--- config.mk ---
export PLATFORM = sky130hd
export DESIGN_NAME = tagged_arith_unit
export DESIGN_NICKNAME = d
export VERILOG_FILES = /design/src/rtl/tagarith_pkg.sv /design/src/rtl/tagarith_rst_sync.sv /design/src/rtl/tagarith_tag_chk.sv /design/src/rtl/tagarith_addsub.sv /design/src/rtl/tagarith_cc_reg.sv /design/src/rtl/tagged_arith_unit.sv
export SDC_FILE = /design/constraint.sdc
export NUM_CORES = 1
export LEC_CHECK = 0
export ABC_AREA = 1
export BUFFER_PORTS_ARGS = -buffer_cell sky130_fd_sc_hd__buf_2
export CORE_UTILIZATION = 35
export CTS_CLUSTER_SIZE = 20
export DETAILED_ROUTE_END_ITERATION = 7
export GPL_TIMING_DRIVEN = 0
export SKIP_CTS_REPAIR_TIMING = 1
export SYNTH_ARGS = -nofsm -noshare
export SYNTH_HDL_FRONTEND = slang
export SYNTH_SLANG_ARGS = --single-unit
--- constraint.sdc ---
create_clock -name clk -period 3.1 [get_ports clk]
set_input_delay 0.31 -clock clk [delete_from_list [all_inputs] [get_ports clk]]
set_output_delay 0.31 -clock clk [all_outputs]
set_load 0.02 [all_outputs]
--- src/rtl/tagarith_pkg.sv ---
package tagarith_pkg;

  typedef struct packed {
    logic n;
    logic z;
    logic v;
    logic c;
  } cc_t;

  localparam cc_t CC_CLEAR = '{n: 1'b0, z: 1'b0, v: 1'b0, c: 1'b0};

endpackage

--- src/rtl/tagarith_rst_sync.sv ---
module tagarith_rst_sync #(
  parameter int STAGES = 2
) (
  input  logic clk,
  input  logic rst_n,
  output logic rst_q
);

  logic [STAGES-1:0] sync_q;
  logic [STAGES-1:0] sync_d;

  always_comb begin
    sync_d = {sync_q[STAGES-2:0], 1'b1};
  end

  always_ff @(posedge clk or negedge rst_n) begin
    if (!rst_n) sync_q <= '0;
    else        sync_q <= sync_d;
  end

  assign rst_q = sync_q[STAGES-1];

endmodule

--- src/rtl/tagarith_tag_chk.sv ---
module tagarith_tag_chk #(
  parameter int WIDTH = 32,
  parameter int TAG_W = 2
) (
  input  logic [WIDTH-1:0] opnd_a,
  input  logic [WIDTH-1:0] opnd_b,
  output logic             tag_bad
);

  logic [TAG_W-1:0] tag_or;

  generate
    for (genvar i = 0; i < TAG_W; i++) begin : g_tag
      assign tag_or[i] = opnd_a[i] | opnd_b[i];
    end
  endgenerate

  assign tag_bad = |tag_or;

endmodule

--- src/rtl/tagarith_addsub.sv ---
module tagarith_addsub #(
  parameter int WIDTH = 32
) (
  input  logic             op_sub,
  input  logic [WIDTH-1:0] opnd_a,
  input  logic [WIDTH-1:0] opnd_b,
  output logic [WIDTH-1:0] sum,
  output logic             carry_flag,
  output logic             ovf
);

  localparam int MSB = WIDTH - 1;

  logic [WIDTH-1:0] b_eff;
  logic [WIDTH:0]   wide;

  always_comb begin
    b_eff = op_sub ? ~opnd_b : opnd_b;
    wide  = {1'b0, opnd_a} + {1'b0, b_eff} + {{WIDTH{1'b0}}, op_sub};
    sum   = wide[WIDTH-1:0];
    // carry out for add, inverted carry (borrow) for subtract
    carry_flag = wide[WIDTH] ^ op_sub;
    // same-sign inputs to the adder giving a result of the other sign
    ovf = (opnd_a[MSB] == b_eff[MSB]) && (sum[MSB] != opnd_a[MSB]);
  end

endmodule

--- src/rtl/tagarith_cc_reg.sv ---
module tagarith_cc_reg
  import tagarith_pkg::*;
#(
  parameter int WIDTH = 32
) (
  input  logic             clk,
  input  logic             rst_q,
  input  logic             upd_en,
  input  logic [WIDTH-1:0] sum,
  input  logic             carry_flag,
  output cc_t              cc
);

  cc_t cc_q;
  cc_t cc_d;

  always_comb begin
    cc_d = cc_q;
    if (upd_en) begin
      cc_d.n = sum[WIDTH-1];
      cc_d.z = (sum == '0);
      cc_d.v = 1'b0;
      cc_d.c = carry_flag;
    end
  end

  always_ff @(posedge clk or negedge rst_q) begin
    if (!rst_q) cc_q <= CC_CLEAR;
    else        cc_q <= cc_d;
  end

  assign cc = cc_q;

endmodule

--- src/rtl/tagged_arith_unit.sv ---
module tagged_arith_unit
  import tagarith_pkg::*;
#(
  parameter int WIDTH     = 32,
  parameter int TAG_W     = 2,
  parameter int RST_STAGE = 2
) (
  input  logic             clk,
  input  logic             rst_n,
  input  logic             op_valid,
  input  logic             op_sub,
  input  logic [WIDTH-1:0] opnd_a,
  input  logic [WIDTH-1:0] opnd_b,
  output logic [WIDTH-1:0] result,
  output logic             trap,
  output logic             cc_n,
  output logic             cc_z,
  output logic             cc_v,
  output logic             cc_c
);

  logic             rst_q;
  logic             tag_bad;
  logic [WIDTH-1:0] sum;
  logic             carry_flag;
  logic             ovf;
  logic             upd_en;
  cc_t              cc;

  tagarith_rst_sync #(.STAGES(RST_STAGE)) u_rst (
    .clk   (clk),
    .rst_n (rst_n),
    .rst_q (rst_q)
  );

  tagarith_tag_chk #(.WIDTH(WIDTH), .TAG_W(TAG_W)) u_tag (
    .opnd_a  (opnd_a),
    .opnd_b  (opnd_b),
    .tag_bad (tag_bad)
  );

  tagarith_addsub #(.WIDTH(WIDTH)) u_alu (
    .op_sub     (op_sub),
    .opnd_a     (opnd_a),
    .opnd_b     (opnd_b),
    .sum        (sum),
    .carry_flag (carry_flag),
    .ovf        (ovf)
  );

  assign trap   = op_valid & (tag_bad | ovf);
  assign upd_en = op_valid & ~(tag_bad | ovf);
  assign result = sum;

  tagarith_cc_reg #(.WIDTH(WIDTH)) u_cc (
    .clk        (clk),
    .rst_q      (rst_q),
    .upd_en     (upd_en),
    .sum        (sum),
    .carry_flag (carry_flag),
    .cc         (cc)
  );

  assign cc_n = cc.n;
  assign cc_z = cc.z;
  assign cc_v = cc.v;
  assign cc_c = cc.c;

endmodule

# Word level (Yosys, flattened, before mapping)
# Index checks and enable logic that the tools add are counted.
[op_classes]
add_sub_neg = 2
multipliers = 0
n_div = 0
magnitude_cmp = 0
n_eq_ne = 2
n_shift = 0
muxes = 1
bitwise_logic = 8
n_reduce_logical = 3
[ops]
columns = ["operator", "count"]
rows = [
  ["32-bit by 32-bit adder with 33-bit output", 1],
  ["33-bit by 1-bit adder with 33-bit output", 1],
  ["32-bit zero test", 1],
  ["32-bit 2-to-1 mux", 1],
  ["32-bit NOT", 1],
  ["1-bit OR", 3],
  ["1-bit bitwise AND", 2],
  ["2-bit OR reduction", 1],
  ["1-bit == test", 1],
  ["1-bit logical AND", 1],
  ["1-bit inequality test", 1],
  ["1-bit NOT", 1],
  ["1-bit bitwise XOR", 1],
]
[totals]
regBits = 5
latch_bits = 0
ramBits = 0
mem_bits_ro = 0
inputBits = 68
out_inout_bits = 37
wordCells = 20
mem_count = 0

# Depth between registers and ports, before layout
[depth]
word_depth = 9
ltp_mapped = 21
depth_no_buf = 20

# Cells and area by module
# From an unflattened synthesis, not the netlist that was laid out.
[hier_totals]
cells_unflattened = 474
hier_area_um2 = 2747.6
[modules_own_cells]
columns = ["module", "instances", "cells_per_inst", "area_each_um2"]
rows = [
  ["tagarith_addsub", 1, 419, 2412.3],
  ["tagarith_cc_reg", 1, 42, 241.5],
  ["tagarith_rst_sync", 1, 3, 53.8],
  ["tagged_arith_unit", 1, 7, 28.8],
  ["tagarith_tag_chk", 1, 3, 11.3],
]

# Worst setup path after synthesis
# No wires, ideal clock.
[synth_path]
path_type = "input -> output"
startpoint = "input port op_sub"
endpoint = "output port trap"
arrival_time_ns = 2.485
path_slack_ns = 0.305
stages = 15
path_buffers = 2
path_cell_list = "buf_4 -> clkbuf_1 -> xor2_1 -> ha_1 -> nand2_2 -> inv_2 -> a21oi_1 -> nand2_1 -> inv_2 -> nor2_1 -> nor2_2 -> nand2_2 -> nand2_2 -> nand3_2 -> a21oi_1"
[synth_between]
elab_chain_cells = 7
elab_cells_between_ends = 8
cone_classes = "add/sub: 2; eq/ne: 2; mux: 1; bitwise: 2; reduce/logical: 1"
[synth_rtl]
columns = ["element", "line_no", "source"]
rows = [
  ["start: declaration", "tagged_arith_unit.sv:11", "input logic op_sub,"],
  ["32-bit 2-to-1 mux", "tagarith_addsub.sv:18", "b_eff = op_sub ? ~opnd_b : opnd_b;"],
  ["32-bit by 32-bit adder with 33-bit output", "tagarith_addsub.sv:19", "wide = {1'b0, opnd_a} + {1'b0, b_eff} + {{WIDTH{1'b0}}, op_sub};"],
  ["33-bit by 1-bit adder with 33-bit output", "tagarith_addsub.sv:19", ""],
  ["1-bit inequality test", "tagarith_addsub.sv:24", "ovf = (opnd_a[MSB] == b_eff[MSB]) && (sum[MSB] != opnd_a[MSB]);"],
  ["1-bit logical AND (*)", "tagarith_addsub.sv:24", ""],
  ["1-bit OR (*)", "tagged_arith_unit.sv:51", "assign trap = op_valid & (tag_bad | ovf);"],
  ["1-bit bitwise AND (*)", "tagged_arith_unit.sv:51", ""],
  ["end: declaration", "tagged_arith_unit.sv:15", "output logic trap,"],
]
# Mark *: on every way between the ends. The rest lies on a longest branch, timed or not.

# Final worst setup path
# Ends and elaborated chain as after synthesis.

==> run_results.csv <==
group,metric,value,unit
run_status,status,"finished clean",
sta,final.period_utilization,0.940,
clocking,cts_buffer_depth,2,
routing,finalWirelength,10000,um
yosys,yosys.area_share.adder,0.133,
yosys,synthSimpleGateAreaFrac,0.501,
setup_path,crit_family,"simple AND/OR/NAND/NOR gates",
setup_path,cp_cell_sequence,"buf_4 -> clkbuf_4 -> xor2_1 -> ha_1 -> nand2_1 -> nor2_1 -> nand2_1 -> nor2_1 -> nand2_2 -> nand3_1 -> nand3_2 -> a21oi_1 -> buf_2",
final_layout,final_common_cell,"nand2_1",
yosys,synth_compound_area_frac,0.0625,
setup_path,path_class,"in -> out",
clocking,cts_buffers,3,
power,power_density,360,nW/um^2
yosys,synth_mux_area_frac,0,
yosys,synth_top_area_cell,"nand2_1",
yosys,ys_seq_area_frac,0.0383,
yosys,ys_top_cells_by_area,"nand2_1 (26%), inv_1 (14%), ha_1 (13%)",
floorplan,core-area,8890,um^2
yosys,synth_top_cell_area_share,0.259,
sta,clock-skew-final,0.000605,ns
sta,drv_slew,0,
routing,antenna_left,0,
setup_path,critPathRequiredTime,2.79,ns
global_routing,grt_max_degree,11,
sta,fmax,343,MHz
clocking,cts_sinks,5,
placement,place_ws,-0.294,ns
global_routing,overflow,0,
final_layout,final_area,3970,um^2
floorplan,rows,34,
floorplan,die_y,98.6,um
setup_path,critPathBufInv,3,
yosys,synth_edf_count,0,
placement,hpwlAfterDp,9020,um
final_layout,diodes,0,
yosys,synth-main-ff-cell,"dfrtp_1",
final_layout,fillCellCount,1021,
sta,rsz0062_at_grt,"false",
yosys,syn_nets,717,
setup_path,cp.arrival,2.60,ns
floorplan,io_pins,105,
yosys,synth_top_family_by_area,"simple AND/OR/NAND/NOR gates",
yosys,synth-seq-cells,5,
power,ir_drop,176,uV
setup_path,crit_fanout,10,
floorplan,initial_core_util,0.367,
setup_path,slowest_delay,0.43,ns
yosys,synth-xor-area-share,0.110,
clocking,cts_tree,"yes",
routing,drt-met1-wl,4930,um
setup_path,setup.worst_path.end_class,"primary output",
power,p_leak,2.51,nW
routing,drc,0,
global_routing,grt_pass1_wl,16500,um
sta,fin_crit,2.91,ns
sta,hold_violations,0,
floorplan,die_area,9720,um^2
final_layout,final_cell_mix,"nand2_1 (225), inv_1 (121), buf_2 (103)",
final_layout,syn_to_final_growth,21.7,%
routing,first_iter_violations,95,
routing,wl_met3,369,um
final_layout,nets,825,
clocking,clk-insertion-delay-late,0.22,ns
yosys,ys_warn_count,0,
final_layout,postLayoutCoreUtil,0.447,
routing,vias_per_cell,4.57,
setup_path,cp_slowest_cell,"ha_1",
final_layout,drive_gt1_frac,0.223,
placement,place.gp.congestion,0.885,
routing,vias,3794,
routing,dr.pass1.iters,4,
yosys,ys_types,32,
placement,post_dp_cell_area,3910,um^2
routing,highest_layer,"met4",
sta,timing.final.ws_setup,0.185,ns
routing,avgRoutedWirePerCell,12.1,um
min_path,min_path_type,"reg -> async",
clocking,clkTransAtPathRegs,0.04,ns
routing,wl_met2,4600,um
global_routing,track_usage,0.211,
clocking,cts-root-buf,"clkbuf_8",
global_routing,grt_pass1_vias,3542,
setup_path,r2r_slack,2.41,ns
job,drv_cap,0,
yosys,postSynthAreaPerCell,5.31,um^2
yosys,synth_area,3260,um^2
yosys,async_reset_ff_frac,1.00,
placement,io_buffer_count,102,
yosys,synthCells,615,
floorplan,die_w,98.6,um
setup_path,start_kind,"input pin",
global_routing,antenna_found_initial,0,
sta,setup_viol,0,
clocking,htree_num_levels,1,
-- flip-flops by register name, summed over array words and instances, names as in the netlist --
| signal | flops |
|---|---|
| u_cc.cc | 3 |
| u_rst.sync_q | 2 |
-- logic make-up after synthesis --
family | after synthesis
buffers and inverters | 131
AOI/OAI and AO/OA | 33
and+or+nand+nor | 369
other | 2
adders and majority gates | 34
xor gates and xnor gates | 41
DFF | 5
-- layer usage --
| metal | GRT usage | vias up |
|---|---|---|
| met5 | 0 | - |
| met4 | 0.0402 | 0 |
| met3 | 0.00709 | 6 |
| met2 | 0.378 | 91 |
| met1 | 0.283 | 1628 |
| li1 | - | 2069 |
-- cells in the mapped netlist (7+ instances only) --
cell	n
nand2_1	225
nand2_2	20
ha_1	33
nand4_1	7
nor2_2	9
xor2_1	39
inv_1	121
nor2_1	49
nand3_1	36
a21oi_1	17
-- where the power goes --
group          switching [mW]  leakage [nW]  internal (mW)
combinational           0.815          2.42          0.414
clock                  0.0323        0.0228         0.0883
sequential            0.00595        0.0616         0.0764
-- final cells by class --
type                    instances  area, um^2  area share
well taps                     108         135      0.0340
clock buffers                   4        45.0      0.0113
plain buffers                   5        35.0     0.00882
multi-input cells             479        2640       0.664
flip-flops and latches          5         125      0.0315
inverters                     126         473       0.119
repair buffers                103         520       0.131
-- metrics by stage --
| stage | std cells | hold slack, ns | setup TNS, ns | total power [mW] |
|---|---|---|---|---|
| 4_1_cts | 829 | -0.132 | -2.15 | 1.44 |
| 3_3_place_gp | 825 | 0.0388 | -2.25 | 1.30 |
| 6_report | 830 | 0.0455 | 0 | 1.43 |
| 2_1_floorplan | 615 | 0.0144 | 0 | 0.951 |
| 5_1_grt | 830 | 0.0665 | 0 | 1.58 |
| 3_5_place_dp | 825 | 0.0473 | -2.47 | 1.31 |
-- final timing paths --
path | start | endpoint | cells past startpoint
setup reg to reg | u_cc.cc[3]$_DFFE_PN0P_ | u_cc.cc[3]$_DFFE_PN0P_ | 1
hold reg to reg | u_rst.sync_q[1]$_DFF_PN0_ | u_cc.cc[2]$_DFFE_PN0P_ | 0
setup / recovery | op_sub | trap | 13
min in group clk | u_rst.sync_q[0]$_DFF_PN0_ | u_rst.sync_q[1]$_DFF_PN0_ | 0
hold / removal | u_rst.sync_q[1]$_DFF_PN0_ | u_cc.cc[2]$_DFFE_PN0P_ | 0
max in group asynchronous | rst_n | u_rst.sync_q[1]$_DFF_PN0_ | 2
Power figures use the tool's default switching activity.
